### src/rtl/spc_pkg.sv
package spc_pkg;

    typedef enum logic [1:0] {
        ST_HUNT = 2'd0,
        ST_HIGH = 2'd1,
        ST_LOW  = 2'd2
    } det_state_e;

    typedef enum logic [1:0] {
        MODE_PASS = 2'd0,
        MODE_INV  = 2'd1,
        MODE_NEG  = 2'd2,
        MODE_POS  = 2'd3
    } out_mode_e;

endpackage

### src/rtl/spc_sync.sv
module spc_sync #(
    parameter int STAGES = 2
) (
    input  logic clk,
    input  logic rst,
    input  logic d,
    output logic q
);
    localparam int LAST = STAGES - 1;

    logic [LAST:0] chain_q;

    generate
        if (STAGES == 1) begin : g_single
            always_ff @(posedge clk) begin
                if (rst) chain_q <= '0;
                else     chain_q <= d;
            end
        end else begin : g_chain
            always_ff @(posedge clk) begin
                if (rst) chain_q <= '0;
                else     chain_q <= {chain_q[LAST-1:0], d};
            end
        end
    endgenerate

    assign q = chain_q[LAST];

endmodule

### src/rtl/spc_pol_detect.sv
module spc_pol_detect
    import spc_pkg::*;
#(
    parameter int CNT_W = 8
) (
    input  logic clk,
    input  logic rst,
    input  logic sync_s,
    output logic pol_pos
);
    localparam logic [CNT_W-1:0] CNT_MAX = {CNT_W{1'b1}};
    localparam logic [CNT_W-1:0] CNT_ONE = CNT_W'(1);

    det_state_e       state_q, state_d;
    logic [CNT_W-1:0] hi_cnt_q, hi_cnt_d;
    logic [CNT_W-1:0] lo_cnt_q, lo_cnt_d;
    logic             prev_q;
    logic             commit;
    logic             pol_pos_q;

    function automatic logic [CNT_W-1:0] sat_inc(input logic [CNT_W-1:0] c);
        return (c == CNT_MAX) ? c : c + CNT_ONE;
    endfunction

    // next-state and counter logic
    always_comb begin
        state_d  = state_q;
        hi_cnt_d = hi_cnt_q;
        lo_cnt_d = lo_cnt_q;
        commit   = 1'b0;
        unique case (state_q)
            ST_HUNT: begin
                if (sync_s && !prev_q) begin      // START
                    state_d  = ST_HIGH;
                    hi_cnt_d = CNT_ONE;
                    lo_cnt_d = '0;
                end
            end
            ST_HIGH: begin
                if (sync_s) begin
                    hi_cnt_d = sat_inc(hi_cnt_q);
                end else begin                    // HIGH_TO_LOW
                    state_d  = ST_LOW;
                    lo_cnt_d = CNT_ONE;
                end
            end
            ST_LOW: begin
                if (!sync_s) begin
                    lo_cnt_d = sat_inc(lo_cnt_q);
                end else begin                    // COMMIT
                    commit   = 1'b1;
                    state_d  = ST_HIGH;
                    hi_cnt_d = CNT_ONE;
                end
            end
            default: state_d = ST_HUNT;
        endcase
    end

    // state register
    always_ff @(posedge clk) begin
        if (rst) begin
            state_q  <= ST_HUNT;
            hi_cnt_q <= '0;
            lo_cnt_q <= '0;
            prev_q   <= 1'b0;
        end else begin
            state_q  <= state_d;
            hi_cnt_q <= hi_cnt_d;
            lo_cnt_q <= lo_cnt_d;
            prev_q   <= sync_s;
        end
    end

    // output register: polarity flag
    always_ff @(posedge clk) begin
        if (rst)         pol_pos_q <= 1'b0;
        else if (commit) pol_pos_q <= (hi_cnt_q < lo_cnt_q);
    end

    assign pol_pos = pol_pos_q;

    // no polarity before the first complete period
    a_r7_hunt_negative: assert property (@(posedge clk) disable iff (rst)
        (state_q == ST_HUNT) |-> !pol_pos_q);

    // flag moves only on a rising edge that closes a low phase
    a_r7_commit_only: assert property (@(posedge clk) disable iff (rst)
        !$stable(pol_pos_q) |-> $past(state_q == ST_LOW && sync_s));

    // a committed flag reflects the phase comparison
    a_r6_rule: assert property (@(posedge clk) disable iff (rst)
        (state_q == ST_LOW && sync_s) |=> (pol_pos_q == $past(hi_cnt_q < lo_cnt_q)));

endmodule

### src/rtl/spc_out_stage.sv
module spc_out_stage
    import spc_pkg::*;
(
    input  logic clk,
    input  logic rst,
    input  logic sync_s,
    input  logic auto_en,
    input  logic inv_sel,
    input  logic det_pos,
    output logic sync_out
);
    out_mode_e mode_q, mode_d;
    logic      out_q, out_d;

    always_comb begin
        unique case ({auto_en, inv_sel})
            2'b00:   mode_d = MODE_PASS;
            2'b01:   mode_d = MODE_INV;
            2'b10:   mode_d = MODE_NEG;
            default: mode_d = MODE_POS;
        endcase
    end

    // mode register
    always_ff @(posedge clk) begin
        if (rst) mode_q <= MODE_PASS;
        else     mode_q <= mode_d;
    end

    always_comb begin
        unique case (mode_q)
            MODE_PASS: out_d = sync_s;
            MODE_INV:  out_d = ~sync_s;
            MODE_NEG:  out_d = sync_s ^ det_pos;
            MODE_POS:  out_d = sync_s ^ ~det_pos;
            default:   out_d = sync_s;
        endcase
    end

    // output register
    always_ff @(posedge clk) begin
        if (rst) out_q <= 1'b0;
        else     out_q <= out_d;
    end

    assign sync_out = out_q;

    a_r1_pass: assert property (@(posedge clk) disable iff (rst)
        (mode_q == MODE_PASS) |=> (sync_out == $past(sync_s)));

    a_r2_invert: assert property (@(posedge clk) disable iff (rst)
        (mode_q == MODE_INV) |=> (sync_out == !$past(sync_s)));

    a_r3_negative: assert property (@(posedge clk) disable iff (rst)
        (mode_q == MODE_NEG) |=> (sync_out == $past(sync_s ^ det_pos)));

    a_r4_positive: assert property (@(posedge clk) disable iff (rst)
        (mode_q == MODE_POS) |=> (sync_out == $past(sync_s ^ !det_pos)));

endmodule

### src/rtl/sync_pol_ctrl.sv
module sync_pol_ctrl #(
    parameter int SYNC_STAGES = 2,
    parameter int CNT_W       = 8
) (
    input  logic clk,
    input  logic rst,
    input  logic sync_in,
    input  logic auto_en,
    input  logic inv_sel,
    output logic sync_out,
    output logic pol_pos
);
    logic sync_s;
    logic det_pos;

    spc_sync #(.STAGES(SYNC_STAGES)) u_sync (
        .clk (clk),
        .rst (rst),
        .d   (sync_in),
        .q   (sync_s)
    );

    spc_pol_detect #(.CNT_W(CNT_W)) u_detect (
        .clk     (clk),
        .rst     (rst),
        .sync_s  (sync_s),
        .pol_pos (det_pos)
    );

    spc_out_stage u_out (
        .clk      (clk),
        .rst      (rst),
        .sync_s   (sync_s),
        .auto_en  (auto_en),
        .inv_sel  (inv_sel),
        .det_pos  (det_pos),
        .sync_out (sync_out)
    );

    assign pol_pos = det_pos;

    // outputs held low while in reset
    a_r5_reset_quiet: assert property (@(posedge clk)
        $past(rst) |-> (!sync_out && !pol_pos));

endmodule

### config.mk
export PLATFORM = sky130hd
export DESIGN_NAME = sync_pol_ctrl
export DESIGN_NICKNAME = d
export VERILOG_FILES = /design/src/rtl/spc_pkg.sv /design/src/rtl/spc_sync.sv /design/src/rtl/spc_pol_detect.sv /design/src/rtl/spc_out_stage.sv /design/src/rtl/sync_pol_ctrl.sv
export SDC_FILE = /design/constraint.sdc
export NUM_CORES = 1
export LEC_CHECK = 0
export BUFFER_PORTS_ARGS = -buffer_cell sky130_fd_sc_hd__buf_2
export CORE_AREA = 2 2 74 76
export DETAILED_ROUTE_END_ITERATION = 6
export DIE_AREA = 0 0 76 78
export PLACE_DENSITY = 0.51
export SKIP_LAST_GASP = 1
export SYNTH_ARGS = -nofsm -noshare
export SYNTH_HDL_FRONTEND = slang
export SYNTH_SLANG_ARGS = --single-unit
### constraint.sdc
create_clock -name clk -period 3.72 [get_ports clk]
set_input_delay 0.558 -clock clk [delete_from_list [all_inputs] [get_ports clk]]
set_output_delay 0.558 -clock clk [all_outputs]
set_load 0.005 [all_outputs]
## Word-level counts from Yosys, hierarchy flattened

Index checks and enable logic that the tools add are counted.

- Flip-flop bits (word level): 25
- Bits in latches: 0
- Memory bits (writable): 0
- Bits in read-only memories: 0
- Input bits: 5
- Output and inout port bits: 2
- Logic and storage cells: 58
- Memories: 0

- Add/subtract/negate cells: 2
- $mul: 0
- Div/mod/pow operators: 0
- $lt $le $gt $ge: 1
- Equality and inequality tests: 16
- Shifts and indexed selects: 0
- Mux-type cells: 18
- Bitwise logic cells: 4
- Reduce and logical (&&, ||, !) cells: 9

Operators by type and width:

| kind | count |
|---|---|
| two-way mux 8 bit | 8 |
| case mux 8 bit (3 select lines) | 2 |
| adder 8 x 1 -> 8 bit (second input constant) | 2 |
| equality test 8 bit (second input constant) | 2 |
| inequality test 2 bit (second input constant) | 6 |
| case mux 2 bit (3 select lines) | 2 |
| AND reduction 5 bit | 2 |
| equality test 2 bit (second input constant) | 4 |
| less-than comparator 8 bit | 1 |
| equality test 2 x 1 -> 1 bit (second input constant) | 3 |
| logical NOT 2 bit | 3 |
| two-way mux 2 bit | 3 |
| case mux 1 bit (4 select lines) | 1 |
| AND reduction 3 bit | 1 |
| nonzero test 3 bit | 1 |
| two-way mux 1 bit | 2 |
| inequality test 2 x 1 -> 1 bit (second input constant) | 1 |
| inverter 1 bit | 2 |
| bitwise XOR 1 bit | 2 |
| logical AND 1 bit | 1 |
| logical NOT 1 bit | 1 |

## Logic depth before layout (Yosys ltp)

Gate-level depths: netlist of the first run.

- Depth after elaboration: 4
- Gate-level depth with buffers: 9

## Modules after synthesis

From an unflattened synthesis of the first run, not the netlist that was laid out.

- Cell total of the unflattened synthesis: 172
- Area total of the unflattened synthesis: 1526.5 sq um

By module, submodules not included:

| module | instances | cells each | area each (sq um) |
|---|---|---|---|
| spc_pol_detect | 1 | 159 | 1362.6 |
| spc_out_stage | 1 | 9 | 111.4 |
| spc_sync | 1 | 4 | 52.6 |

## Worst setup path after synthesis of the first run

No wires, ideal clock.

- Path type: register to register
- Start point: register u_detect.state_q[0]
- End point: register u_detect.lo_cnt_q[4]
- Library setup time: 70 ps
- Arrival time: 1998 ps
- Required time: 3650 ps
- Slack: 1652 ps
- Cell stages (with the launch flop): 9
- Clock period less this slack: 2068 ps
- Cell sequence: dfxtp_1 inv_1 ha_1 buf_6 o21a_1 a211oi_4 nand2_4 or4_1 a21oi_1

- Word-level cells in the longest chain between the ends: 3
- Elaborated cells between the ends (all ways): 10
- Those cells by class: eq/ne (6); mux (1); reduce/logical (3)

RTL lines:

| element | RTL line | RTL |
|---|---|---|
| start, declared | spc_pol_detect.sv:14 | `det_state_e state_q, state_d;` |
| start signal, assigned | spc_pol_detect.sv:68 | `state_q <= state_d;` |
| equality test 2 bit, or another cell as far along | spc_pol_detect.sv:31 | `unique case (state_q)` |
| inequality test 2 bit (no line), or another cell as far along | - |  |
| AND reduction 5 bit (no line) | - |  |
| end signal, assigned | spc_pol_detect.sv:70 | `lo_cnt_q <= lo_cnt_d;` |
| end, declared | spc_pol_detect.sv:16 | `logic [CNT_W-1:0] lo_cnt_q, lo_cnt_d;` |

Parallel ways exist; a longest one is shown, timed or not.
A chain may end at the register's enable or synchronous reset.

## Final worst setup path of the first run

- Start point: register u_detect.state_q[1]
- End point: register u_detect.hi_cnt_q[6]

- Word-level cells in the longest chain between the ends: 3
- Elaborated cells between the ends (all ways): 10
- Those cells by class: eq/ne (6); mux (1); reduce/logical (3)

RTL lines:

| element | RTL line | RTL |
|---|---|---|
| equality test 2 x 1 -> 1 bit, or another cell as far along | spc_pol_detect.sv:31 |  |
| inequality test 2 bit (no line), or another cell as far along | - |  |
| AND reduction 5 bit (no line) | - |  |
| end signal, assigned | spc_pol_detect.sv:69 | `hi_cnt_q <= hi_cnt_d;` |
| end, declared | spc_pol_detect.sv:15 | `logic [CNT_W-1:0] hi_cnt_q, hi_cnt_d;` |

Parallel ways exist; a longest one is shown, timed or not.

==> metrics.txt, run 1 <==
gpl congestion=0.737; number of post-CTS setup repair buffers=0; CTS tree=built; Chip Height=78 um; Final Core Density=31.9%; sequential area share after synthesis=34.0%; vias in the first global route=1130; clk slew on worst S/H paths=0.10 ns; CP Data Arrival Time=2.55 ns; CP Class=reg -> reg; skew final=0.00416 ns; fin area=1610 um^2; number of enable flip-flop cells after synthesis=0; CTS buffer count=3; Final WS setup=1.30 ns; WHS=0.454 ns; top_reg_cell synth=dfxtp_1; final WL=2950 um; most frequent cells in the layout=dfxtp_1 (25), inv_1 (14), ha_1 (13); RSZ-0062 raised after global routing=no; Tmin final=2.42 ns; share of cells above drive strength 1=8.47%; Critical Path Sink=u_detect.hi_cnt_q[6]; critical path fanouts, max=15; number of library cell types mapped by synthesis=40; drt via density=4.74; most common cell after layout, fill and taps aside=dfxtp_1; run status=finished, final reports clean; R2R Path End=u_detect.hi_cnt_q[6]; synthesized area per cell=8.50 um^2; clk_lat worst skew=0.28 ns; Max Cap Violations=0; power density cells=439 nW/um^2; initial antenna violation count=0; grt ovf=0; Mapped Area=1470 um^2; Pwr Total=706 uW; Die ar.=5930 um^2; antenna cells=0; YS warnings=0; I/O pin cnt=7; R2R cell count=7; Max VDD drop=0.000189 V; Synth Register Bits=25; Pleak=0.543 nW; crit path launch=u_detect.state_q[1]; total negative slack=0 ns; detail-routed net length per standard cell=11.9 um; wire length of the first global-routing pass=5130 um; Layout fillers=540; port bufs=6; dpl cells=243; Final setup viols=0; asr flop ratio synth=0%; Max Clk Rate=414 MHz; CTS Sinks=25; pin count of the biggest net entering global routing=33; worst reg2reg setup slack=1.30 ns; CP Capture Type=flop; clock buffer depth=2; clock root cell=clkbuf_8; nets=196; pre-CTS WS=1.33 ns; drt initial violations=58; reg2reg start=u_detect.state_q[1]; fin crit share=64.9%; via count=1171; Die Wd=76 um; Syn Inst Count=173; crit path launch type=flop; post-route ant nets=0; DP HPWL=2080 um; Fin. Hold Viols=0; Hold Buf Count CTS=0; HP Class=reg -> reg; # resized after CTS=0; Placed Area=1560 um^2; Worst Path Required=3.85 ns; H-tree depth=1; core area=5040 um^2; Relative slew margins=39.4%; Area Overhead vs Synth=9.36%; Pre-antenna DRT Iters=4; count of pins over their slew limit=0; Remaining DRCs=0; pin slew with the least headroom to its limit=0.897 ns; starting density of the core=29.2%; final cell count without fillers=247; GRT Total Usage=10.5%; Synth Net Count=191; Core Rows=26
[worst max-delay path, stage by stage (launching register included)]
cell and delay [ns]:
dfxtp_1 0.38, inv_1 0.08, ha_1 0.37, nor3_1 0.25
o21bai_1 0.13, a41oi_1 0.71, or3b_2 0.24, o311ai_0 0.12
[cells by family after synthesis]
logic type | count (synthesis) | share of synthesized area [%]
xor gates and xnor gates | 3 | 1.79
muxes | 2 | 1.36
DFF | 25 | 34.0
adders and majority gates | 13 | 11.1
buffers and inverters | 20 | 5.62
AOI/OAI and AO/OA | 38 | 18.6
and+or+nand+nor | 72 | 27.5
[power by group]
group / internal, mW / switching (mW) / leakage (nW)
sequential: 0.284 / 0.0162 / 0.203
clock: 0.0787 / 0.0967 / 0.0261
combinational: 0.0867 / 0.144 / 0.314
[final cells by class]
| type | instances | area, um^2 | share of cell area (%) |
|---|---|---|---|
| flip-flops and latches | 25 | 500 | 31.1 |
| multi-input cells | 128 | 887 | 55.2 |
| clock inverters | 1 | 8.76 | 0.545 |
| inverters | 14 | 52.6 | 3.27 |
| repair buffers | 6 | 30.0 | 1.87 |
| clock buffers | 3 | 41.3 | 2.57 |
| well taps | 70 | 87.6 | 5.45 |
[state kept, by name, indices dropped and copies added (netlist names)]
signal	cells
u_detect.hi_cnt_q	8
u_detect.lo_cnt_q	8
u_detect.state_q	2
u_out.mode_q	2
u_sync.chain_q	2
u_detect.pol_pos	1
u_detect.prev_q	1
u_out.sync_out	1
[synth_stat cells (5+ instances only)]
master,number,share of area [%]
dfxtp_1,25,34
nand4_1,5,2.1
clkbuf_1,5,1.3
nand2b_1,6,2.6
nor2b_1,8,3.4
a21oi_1,10,3.4
ha_1,13,11
nand2_1,12,3.1
nand3_1,8,2.7
nor3_1,7,2.4
o21ai_0,5,1.7
inv_1,14,3.6
nor2_1,9,2.3
[routing by layer]
metal  routed length [um]  GRT usage (%)
met5                    0              0
met4                   41           4.18
met3                   46           1.51
met2                 1350           17.9
met1                 1510           13.5
[worst min-delay path by stage]
stage	start	endpoint	slack [ns]	cells past startpoint
after floorplan	u_sync.chain_q[0]	u_sync.chain_q[1]	0.41	1
after global placement	u_sync.chain_q[0]	u_sync.chain_q[1]	0.44	1
after detailed placement	u_sync.chain_q[0]	u_sync.chain_q[1]	0.43	1
after CTS	u_sync.chain_q[0]	u_sync.chain_q[1]	0.46	1
after global routing	u_sync.chain_q[0]	u_sync.chain_q[1]	0.47	1
final	u_sync.chain_q[0]	u_sync.chain_q[1]	0.45	1
No activity file was read; power rests on OpenSTA's default activity.
==> run 2, diff against run 1 <==
--- a/config.mk
+++ b/config.mk
@@ -5,11 +5,12 @@
 export SDC_FILE = /design/constraint.sdc
 export NUM_CORES = 1
 export LEC_CHECK = 0
+export ABC_AREA = 1
 export BUFFER_PORTS_ARGS = -buffer_cell sky130_fd_sc_hd__buf_2
-export CORE_AREA = 2 2 74 76
+export CORE_AREA = 2 2 76 78
 export DETAILED_ROUTE_END_ITERATION = 6
-export DIE_AREA = 0 0 76 78
-export PLACE_DENSITY = 0.51
+export DIE_AREA = 0 0 78 80
+export PLACE_DENSITY = 0.53
 export SKIP_LAST_GASP = 1
 export SYNTH_ARGS = -nofsm -noshare
 export SYNTH_HDL_FRONTEND = slang
==> constraint.sdc (replaced) <==
create_clock -name clk -period 2.2 [get_ports clk]
set_input_delay 0.33 -clock clk [delete_from_list [all_inputs] [get_ports clk]]
set_output_delay 0.33 -clock clk [all_outputs]
set_load 0.005 [all_outputs]
==> run 2 against run 1 <==
Effect of this change: critical path type unchanged; sequential power up 97%; non-clock buffer count unchanged; design area up 7.9%; highest routed layer unchanged; clock skew up 0.0060 ns; critical path depth up 1; critical endpoint is now u_detect.lo_cnt_q[7]; global-route usage up 3.1 points; power rose to 2.5 times the previous value.
==> metrics.txt, run 2 <==
run status=finished, final reports clean (unchanged); Syn Inst Count=237 (was 173); Final setup viols=0 (unchanged); clock root cell=clkbuf_8 (unchanged); most frequent CP cell=nand2_1; share of cells above drive strength 1=10.2% (was 8.47%); most common cell after layout, fill and taps aside=nand2_1 (was dfxtp_1); power density cells=1020 nW/um^2 (was 439 nW/um^2); Max VDD drop=0.000510 V (was 0.000189 V); drt via density=4.47 (was 4.74); detail-routed net length per standard cell=11.7 um (was 11.9 um); Post-Synth Adder-Cell Area=10.3% (was 11.1%); Placed Area=1690 um^2 (was 1560 um^2); Largest regs=u_detect.hi_cnt_q x8, u_detect.lo_cnt_q x8 (unchanged); Die ar.=6240 um^2 (was 5930 um^2); Core Rows=27 (was 26); Synth Net Count=255 (was 191); nets=263 (was 196); fin area=1740 um^2 (was 1610 um^2); largest family of logic cells by synthesized area=simple AND/OR/NAND/NOR gates (unchanged); pin slew with the least headroom to its limit=0.356 ns (was 0.897 ns); synthesized area per cell=6.66 um^2 (was 8.50 um^2); most frequent cells in the layout=nand2_1 (65), inv_1 (32), nor2_1 (26) (was dfxtp_1 (25), inv_1 (14), ha_1 (13)); post-synthesis mux area share=0% (was 1.36%); internal power=926 uW (was 449 uW); crit path launch type=flop (unchanged); CP Capture Type=flop (unchanged); wire length of the first global-routing pass=6730 um (was 5130 um); sw frac=47.8% (was 36.4%); I/O pin cnt=7 (unchanged); top cells by count, synth=nand2_1 (65), inv_1 (32), nor2_1 (26) (was dfxtp_1 (25), inv_1 (14), ha_1 (13)); number of post-CTS setup repair buffers=0 (unchanged); Max Cap Violations=0 (unchanged); H-tree depth=1 (unchanged); CP max stage delay=0.39 ns (was 0.71 ns); Mapped Area=1580 um^2 (was 1470 um^2); Fin. Hold Viols=0 (unchanged); Pleak=0.758 nW (was 0.543 nW); final WL=3710 um (was 2950 um); CTS tree=built (unchanged); pin count of the biggest net entering global routing=17 (was 33); clock buffer depth=2 (unchanged); share of the synthesized area in the top cell type=31.7% (was 34.0%); Hold Buf Count CTS=0 (unchanged); CP max stage cell=dfxtp_1 (was a41oi_1); critical path cell sequence=inv_1, ha_1, nand2_1, nand2_1, nor2_8, nand2_4, o21ai_2, nor2_1 (was inv_1, ha_1, nor3_1, o21bai_1, a41oi_1, or3b_2, o311ai_0); antenna cells=0 (unchanged); most common cell in the synthesized netlist=nand2_1 (was dfxtp_1); clk_lat worst skew=0.28 ns (about the same); number of library cell types mapped by synthesis=26 (was 40); via count=1411 (was 1171); vias in the first global route=1422 (was 1130); Synth Area in Compound Gates=12.4% (was 18.6%); critical path fanouts, max=10 (was 15); DP HPWL=2800 um (was 2080 um); Pwr Total=1.77 mW (was 706 uW); Layout fillers=633 (was 540); Pre-antenna DRT Iters=4 (unchanged); drt initial violations=66 (was 58); GRT Total Usage=13.6% (was 10.5%); count of pins over their slew limit=0 (unchanged); Chip Height=80 um (was 78 um); # resized after CTS=0 (unchanged); CTS Sinks=25 (unchanged); Relative slew margins=76.3% (was 39.4%); HP Class=in -> reg (was reg -> reg); Seq pwr share=33.3% (was 42.5%); post-route ant nets=0 (unchanged); clock share of power=17.7% (was 24.9%); fin crit share=76.9% (was 64.9%); total negative slack=0 ns (unchanged); Synth Register Bits=25 (unchanged); Remaining DRCs=0 (unchanged); asr flop ratio synth=0% (unchanged); Area Overhead vs Synth=9.90% (was 9.36%); Synth Area in Simple Gates=35.8% (was 27.5%); Die Wd=78 um (was 76 um); Worst Path Required=2.38 ns (was 3.85 ns); Logic pwr share=49.0% (was 32.6%); RSZ-0062 raised after global routing=no (unchanged); clk slew on worst S/H paths=0.11 ns (was 0.10 ns); grt ovf=0 (unchanged); largest cells by area after synthesis=dfxtp_1 (32%), nand2_1 (15%), ha_1 (10%) (was dfxtp_1 (34%), ha_1 (11%), inv_1 (3.6%)); number of enable flip-flop cells after synthesis=0 (unchanged); gpl congestion=0.845 (was 0.737); YS warnings=0 (unchanged); skew final=0.0101 ns (was 0.00416 ns); Psw=846 uW (was 256 uW); top_reg_cell synth=dfxtp_1 (unchanged); initial antenna violation count=0 (unchanged); port bufs=6 (unchanged); cell taking the most area after synthesis=dfxtp_1 (unchanged); Max Clk Rate=591 MHz (was 414 MHz); WHS=0.236 ns (was 0.454 ns); CP Data Arrival Time=1.87 ns (was 2.55 ns); Tmin final=1.69 ns (was 2.42 ns); starting density of the core=29.2% (about the same); CP Class=reg -> reg (unchanged); CTS buffer count=3 (unchanged); sequential area share after synthesis=31.7% (was 34.0%); core area=5410 um^2 (was 5040 um^2); Synth Area in XOR/XNOR=0.555% (was 1.79%)
==> run 2: cell types whose count changed after synthesis, sizes merged, moves of 4 or more <==
| cell | before | now |
|---|---|---|
| a21o | 4 | 0 |
| a21oi | 10 | 19 |
| clkbuf | 5 | 1 |
| inv | 14 | 35 |
| nand2 | 13 | 68 |
| nand2b | 6 | 0 |
| nand3 | 8 | 19 |
| nor2 | 9 | 30 |
| nor2b | 8 | 0 |
| o21ai | 5 | 12 |
| or4 | 4 | 0 |
==> run 2: per-stage QoR <==
stage / utilization, % / worst slack [ns] / cells
finish: 32.1 / 0.508 / 316
global route: 32.1 / 0.335 / 316
CTS: 32.1 / 0.491 / 316
detailed placement: 31.2 / 0.525 / 312
global placement: 31.2 / 0.518 / 312
floorplan: - / 0.712 / 237
==> run 2: logic make-up after synthesis <==
group,after synthesis
simple gates,126
buf+inv,38
compound gates,34
flops,25
fa+ha+maj,13
xor+xnor,1
==> run 2: final timing paths <==
kind	from	to	slack, ns	cells past startpoint
worst min-delay path	inv_sel	u_out.mode_q[0]	0.24	3
worst max-delay path	u_detect.state_q[0]	u_detect.lo_cnt_q[7]	0.51	8
worst max register to register	u_detect.state_q[0]	u_detect.lo_cnt_q[7]	0.51	8
worst min register to register	u_sync.chain_q[0]	u_sync.chain_q[1]	0.42	2
==> run 2: routing by layer <==
layer	routed length (um)	share of wire (%)	GRT usage (%)
met1	1960	53	18.5
met2	1600	43	22.4
met3	120	3.2	1.70
met4	31	0.84	4.21
met5	0	0	0
==> run 2: area by class of cell <==
| cell class | instances | area [um^2] | area share (%) |
|---|---|---|---|
| clock buffer | 3 | 41.3 | 2.38 |
| inverter | 35 | 131 | 7.57 |
| timing repair buffer | 6 | 30.0 | 1.73 |
| clock inverter | 1 | 8.76 | 0.505 |
| tap | 72 | 90.1 | 5.19 |
| multi-input combinational | 174 | 933 | 53.8 |
| sequential | 25 | 500 | 28.8 |
==> run 2: critical path: cells and delay by family (launching register included) <==
kind / cells / cell delay (ns)
compound gates: 1 / 0.15
fa+ha+maj: 1 / 0.32
buf+inv: 1 / 0.08
flops: 1 / 0.39
simple gates: 5 / 0.65
==> run 2: power groups by stage <==
stage | sequential [mW] | combinational, mW | clock, mW
final | 0.590 | 0.868 | 0.313
after global routing | 0.603 | 0.996 | 0.342
after CTS | 0.590 | 0.874 | 0.323
after detailed placement | 0.599 | 0.870 | 0
after global placement | 0.599 | 0.877 | 0
after floorplan | 0.576 | 0.683 | 0
==> run 3, diff against run 2 <==
--- a/config.mk
+++ b/config.mk
@@ -10,7 +10,7 @@
 export CORE_AREA = 2 2 76 78
 export DETAILED_ROUTE_END_ITERATION = 6
 export DIE_AREA = 0 0 78 80
-export PLACE_DENSITY = 0.53
+export PLACE_DENSITY = 0.52
 export SKIP_LAST_GASP = 1
 export SYNTH_ARGS = -nofsm -noshare
 export SYNTH_HDL_FRONTEND = slang
==> constraint.sdc (replaced) <==
create_clock -name clk -period 1.7 [get_ports clk]
set_input_delay 0.255 -clock clk [delete_from_list [all_inputs] [get_ports clk]]
set_output_delay 0.255 -clock clk [all_outputs]
set_load 0.005 [all_outputs]
==> run 3 against run 2 <==
Effect of this change: die area is the same; sequential cell count is the same; core utilization increased by 1.5 points; clock power increased by 15%; design area increased by 4.6%; maximum frequency rose by 7.7%; via count is 2.2% higher; global-route usage shrank 1.2 points; sequential power grew 23%; sequential share of layout area decreased by 1.3 points; power rose by 31%; critical endpoint unchanged.
==> metrics.txt, run 3 (same netlist as run 2, synthesis figures left out) <==
Die ar.=6240 um^2 (unchanged); Multi-input gate area=943 um^2 (was 933 um^2); initial antenna violation count=0 (unchanged); total negative slack=0 ns (unchanged); port bufs=6 (unchanged); DP HPWL=2820 um (was 2800 um); Fin. Hold Viols=0 (unchanged); pin count of the biggest net entering global routing=14 (was 17); most frequent cells in the layout=nand2_1 (64), inv_1 (32), nor2_1 (26) (was nand2_1 (65), inv_1 (32), nor2_1 (26)); critical path fanouts, max=8 (was 10); fin crit share=92.4% (was 76.9%); number of post-CTS setup repair buffers=0 (unchanged); GRT Total Usage=12.4% (was 13.6%); Final Core Density=33.6% (was 32.1%); wire length of the first global-routing pass=6180 um (was 6730 um); Largest regs=u_detect.hi_cnt_q x8, u_detect.lo_cnt_q x8 (unchanged); clk slew on worst S/H paths=0.09 ns (was 0.11 ns); gpl congestion=0.847 (was 0.845); layer with the highest usage=met2 (unchanged); dpl cells=322 (was 312); Pwr Total=2.32 mW (was 1.77 mW); power density cells=1280 nW/um^2 (was 1020 nW/um^2); final cell count without fillers=326 (was 316); CTS tree=built (unchanged); Seq pwr share=31.2% (was 33.3%); Max Cap Violations=0 (unchanged); Layout fillers=619 (was 633); Chip Height=80 um (unchanged); RSZ-0062 raised after global routing=no (unchanged); post-route ant nets=0 (unchanged); most common cell after layout, fill and taps aside=nand2_1 (unchanged); H-tree depth=1 (unchanged); vias in the first global route=1349 (was 1422); met1 Usage GRT=16.5% (was 18.5%); CP Capture Type=flop (unchanged); crit path launch type=flop (unchanged); I/O pin cnt=7 (unchanged); grt ovf=0 (unchanged); core area=5410 um^2 (unchanged); run status=finished, final reports clean (unchanged); internal power=1.26 mW (was 926 uW); Remaining DRCs=0 (unchanged); Area Overhead vs Synth=15.0% (was 9.90%); Tmin final=1.57 ns (was 1.69 ns); CTS Sinks=25 (unchanged); Psw=1.06 mW (was 846 uW); antenna cells=0 (unchanged); nets=273 (was 263); CP Data Arrival Time=1.73 ns (was 1.87 ns); clock buffer depth=2 (unchanged); Logic pwr share=53.4% (was 49.0%); Max Clk Rate=637 MHz (was 591 MHz); skew final=0.00387 ns (was 0.0101 ns); detail-routed net length per standard cell=10.9 um (was 11.7 um); met3 usage=2.15% (was 1.70%); Relative slew margins=78.3% (was 76.3%); Final setup viols=0 (unchanged); Max VDD drop=0.000733 V (was 0.000510 V); count of pins over their slew limit=0 (unchanged); Pre-antenna DRT Iters=4 (unchanged); clock share of power=15.4% (was 17.7%); sequential cell area=500 um^2 (unchanged); sw frac=45.6% (was 47.8%); share of cells above drive strength 1=14.2% (was 10.2%); drt initial violations=92 (was 66); clk_lat worst skew=0.27 ns (was 0.28 ns); GR Util met2=20.6% (was 22.4%); HP Class=in -> reg (unchanged); Pleak=0.809 nW (was 0.758 nW); Die Wd=78 um (unchanged); clock root cell=clkbuf_8 (unchanged); CTS buffer count=3 (unchanged); final WL=3540 um (was 3710 um); via count=1442 (was 1411); Core Rows=27 (unchanged); drt via density=4.42 (was 4.47); pin slew with the least headroom to its limit=0.326 ns (was 0.356 ns); CP Class=reg -> reg (unchanged); starting density of the core=29.2% (unchanged); Worst Path Required=1.86 ns (was 2.38 ns)
==> run 3: cell count changes in the layout (fill, tap and decap cells not counted), sizes merged <==
cell    before  now
inv         36   35
clkbuf       3    4
buf          6   16
==> run 3: what timing repair did <==
item	in CTS	in global routing
hold buffers	0	0
endpoints found under the setup margin	0	7
resized for setup	0	3
==> run 3: final cells by class <==
type / count / share of cell area, %
clock buffer: 4 / 2.48
inverter: 35 / 7.24
multi-input combinational: 174 / 52.0
sequential: 25 / 27.6
tap: 72 / 4.96
timing repair buffer: 16 / 5.79
==> run 3: final timing paths <==
kind	from	endpoint	slack (ns)	cells after the start
worst max-delay path	u_detect.state_q[1]	u_detect.lo_cnt_q[7]	0.13	8
worst min-delay path	sync_in	u_sync.chain_q[0]	0.18	3
worst max register to register	u_detect.state_q[1]	u_detect.lo_cnt_q[7]	0.13	8
worst min register to register	u_sync.chain_q[0]	u_sync.chain_q[1]	0.41	2
==> run 3: layer usage <==
metal  wire length [um]  up-vias
met1               1790      625
met4                 38        0
li1                   -      791
met3                 99        4
met2               1620       22
met5                  0        -
==> run 3: power by group through the flow <==
stage / registers [mW] / clock network (mW) / logic, mW
finish: 0.724 / 0.359 / 1.24
global placement: 0.735 / 0 / 1.23
CTS: 0.722 / 0.372 / 1.22
detailed placement: 0.736 / 0 / 1.22
global route: 0.733 / 0.402 / 1.41
floorplan: 0.746 / 0 / 0.884
==> run 3: critical path, stage by stage (launching register included) <==
cell     delay, ns
dfxtp_1       0.39
inv_1         0.08
ha_1          0.30
nand2_1       0.17
nand2_4       0.09
nor2_8        0.13
nand2_4       0.10
o21ai_2       0.15
nor2_1        0.06
==> run 3: per-stage QoR <==
stage / hold slack (ns) / cell area [um^2] / worst slack [ns]
6_report: 0.183 / 1820 / 0.130
5_1_grt: 0.169 / 1820 / 0.000162
4_1_cts: 0.178 / 1810 / 0.0991
3_3_place_gp: 0.392 / 1760 / 0.165
3_5_place_dp: 0.400 / 1760 / 0.108
2_1_floorplan: 0.324 / 1580 / 0.212
